### src/rtl/vgl_fault_addr.sv
module vgl_fault_addr #(
    parameter int XLEN       = 64,
    parameter int INSN_BYTES = 4
) (
    input  logic [XLEN-1:0] pc,
    output logic [XLEN-1:0] fault
);
    localparam logic [XLEN-1:0] STEP = XLEN'(INSN_BYTES);

    assign fault = pc - STEP;
endmodule

### config.mk
export PLATFORM = sky130hd
export DESIGN_NAME = vgl_fault_addr
export DESIGN_NICKNAME = d
export VERILOG_FILES = /design/src/rtl/vgl_fault_addr.sv
export SDC_FILE = /design/constraint.sdc
export NUM_CORES = 1
export LEC_CHECK = 0
export BUFFER_PORTS_ARGS = -buffer_cell sky130_fd_sc_hd__buf_4
export CAP_MARGIN = 20
export CORE_MARGIN = 3
export CORE_UTILIZATION = 42
export DETAILED_ROUTE_END_ITERATION = 16
export GPL_TIMING_DRIVEN = 0
export PLACE_DENSITY = 0.89
export REMOVE_ABC_BUFFERS = 1
export SLEW_MARGIN = 20
export SYNTH_ARGS = -nofsm -noshare
export SYNTH_HDL_FRONTEND = slang
export SYNTH_SLANG_ARGS = --single-unit
### constraint.sdc
create_clock -name vclk -period 6.1
set_input_delay 0.61 -clock vclk [all_inputs]
set_output_delay 0.61 -clock vclk [all_outputs]
set_load 0.01 [all_outputs]
==> results.tsv <==
stage	metric	value	unit
run_status	status	completed	
power_and_ir_drop	Max VDD drop	0.0460	mV
synthesis	Ys Warns	0	
floorplanning	die width	61.9	um
critical_path	max incr delay on CP	680	ps
sta	Setup violations, final	0	
drt	Routed wire per std cell	13.5	um
final_layout	clock buffer count	0	
grt	GRT Max-Usage Layer	met2	
drt	Iter 0 DRT Violations	107	
grt	Global Route Usage Sum	0.235	
critical_path	Startpoint Class	input port	
critical_path	crit path DAT	3270	ps
sta	final worst path period share	0.636	
sta	setup TNS	0	ps
floorplanning	Row Count	19	
grt	GR Util met2	0.432	
critical_path	crit end category	primary output	
place	I/O Buffers	124	
critical_path	slowest CP cell	or3_1	
critical_path	CP Capture Point	fault[39]	
clocking	post-cts repair resize count	0	
critical_path	critical path type	in2out	
drt	Pre-antenna DRT Iters	4	
final_layout	final-layout fill cell count	232	
grt	M1 GR Usage	0.286	
sta	worst slew pin tran	928	ps
place	RePlAce Congestion	0.878	
floorplanning	starting density of the core	0.457	
place	Placed Cells incl. Taps	352	
synthesis	count leader, synth	xor2_1	
clocking	Post-CTS Hold Buffers	0	
sta	Peak Freq	258	MHz
place	hpwl dp	4.22	mm
critical_path	critical-path cell list	buf_4 -> or4_4 -> or4_4 -> or3_1 -> nor4b_1 -> xor2_1 -> buf_4	
final_layout	Multi-input gate area	1250	sq um
power_and_ir_drop	cell area power density	55.0	nW/um^2
synthesis	Synth top cells by count	xor2_1, nor3_1, xnor2_1, nor4_1, or3_1	
sta	final hold slack	1220	ps
grt	M3 GR Usage	0.0558	
power_and_ir_drop	total power	0.000123	W
final_layout	fin nets	377	
sta	Max Slew Vio Count	0	
critical_path	maximum fanout along the worst path	18	
grt	initial antenna violation count	0	
critical_path	Worst Setup SP	pc[2]	
synthesis	cells after synthesis	193	
floorplanning	Ports	128	
critical_path	Req. time, crit path	5490	ps
final_layout	Seq cells	0	
synthesis	synth unique cells	31	
sta	Final min period	3880	ps
grt	first-pass GRT wire length	7.20	mm
final_layout	Non-Filler Instances	352	
final_layout	Final Util	0.780	
drt	vias per cell	5.33	
power_and_ir_drop	leakage power	0.998	nW
final_layout	storage element area	0	sq um
synthesis	area leader, netlist	xor2_1	
final_layout	share of cells above drive strength 1	0.435	
synthesis	synth top area cells	xor2_1, xnor2_1, nor3_1	
clocking	Setup Fix Bufs, Post-CTS	0	
hold_path	worst hold path type	in2out	
grt	GRT overflow	0	
flow_run	number of max-cap violations	0	
sta	RSZ-0062 raised after global routing	no	
floorplanning	die span in y	61.9	um
sta	final hold violations	0	
floorplanning	Die Area	3840	sq um
grt	vias in the first global route	1689	
drt	total number of vias	1877	
synthesis	Post-Syn Area per Cell	6.81	sq um
synthesis	share of Yosys cell area claimed by the top area cell type	0.233	
grt	largest net degree at the start of global routing	19	
drt	Routed WL	4.75	mm
drt	post-route ant nets	0	
sta	Slew headroom	0.376	
synthesis	mapped cell area	1310	sq um
synthesis	register area share after synthesis	0	
floorplanning	Core Area	2880	sq um
final_layout	diode count	0	
final_layout	area grow syn2layout	70.9	%
drt	drt drc	0	
-- cell usage in the layout, fill, tap and decap left out, drive strengths merged --
| master | count |
|---|---|
| or4b | 2 |
| xor2 | 35 |
| nand4b | 2 |
| or3 | 15 |
| o31ai | 1 |
| buf | 124 |
| nand3b | 1 |
| nor4 | 19 |
| nand2b | 3 |
| inv | 3 |
| nor3 | 26 |
| and3 | 1 |
| nor4b | 1 |
| or2 | 5 |
| or4 | 6 |
| nand2 | 14 |
| ha | 1 |
| nor2 | 14 |
| nand3 | 8 |
| o21ai | 2 |
| o41ai | 1 |
| nor3b | 2 |
| xnor2 | 21 |
| nand4 | 3 |
-- kinds of logic (layout without fill, tap and decap cells) --
| logic type | after synthesis | count (layout) | share of synthesized area |
|---|---|---|---|
| compound gates | 4 | 4 | 0.0200 |
| fa+ha+maj | 1 | 1 | 0.00952 |
| simple gates | 122 | 122 | 0.549 |
| buf+inv | 10 | 127 | 0.0486 |
| xor+xnor | 56 | 56 | 0.373 |
-- worst max-delay path: cells and delay by family --
family | cells | cell delay [ps]
buffers and inverters | 2 | 250
and+or+nand+nor | 4 | 2220
xor gates and xnor gates | 1 | 170
-- where the power goes --
group	internal, W	leakage, nW	switching [W]	total [W]
Combinational	0.0000677	0.998	0.0000558	0.000123
Sequential	0	0	0	0
Clock	0	0	0	0
Total	0.0000677	0.998	0.0000558	0.000123
-- worst min path at each step --
stage               start  cells past startpoint       end  slack (ps)
global route        pc[0]                      0  fault[0]        1220
detailed placement  pc[0]                      0  fault[0]        1220
floorplan           pc[0]                      0  fault[0]        1220
CTS                 pc[0]                      0  fault[0]        1220
finish              pc[0]                      0  fault[0]        1220
global placement    pc[0]                      0  fault[0]        1220
-- metrics by stage --
step	area (sq um)	worst slack [ps]
after floorplan	1260	2580
after global placement	2240	2250
after detailed placement	2240	2240
after CTS	2240	2230
after global routing	2240	2050
final	2240	2220
-- area by class of cell --
type | instances | share of cell area
multi-input cells | 183 | 0.557
well taps | 42 | 0.0234
repair buffers | 124 | 0.415
inverters | 3 | 0.00502
-- metal layers --
metal	wire length [um]	vias to the layer above
li1	-	936
met1	1850	843
met2	2300	94
met3	571	4
met4	22	0
met5	0	-
(Power assumes the default switching activity.)
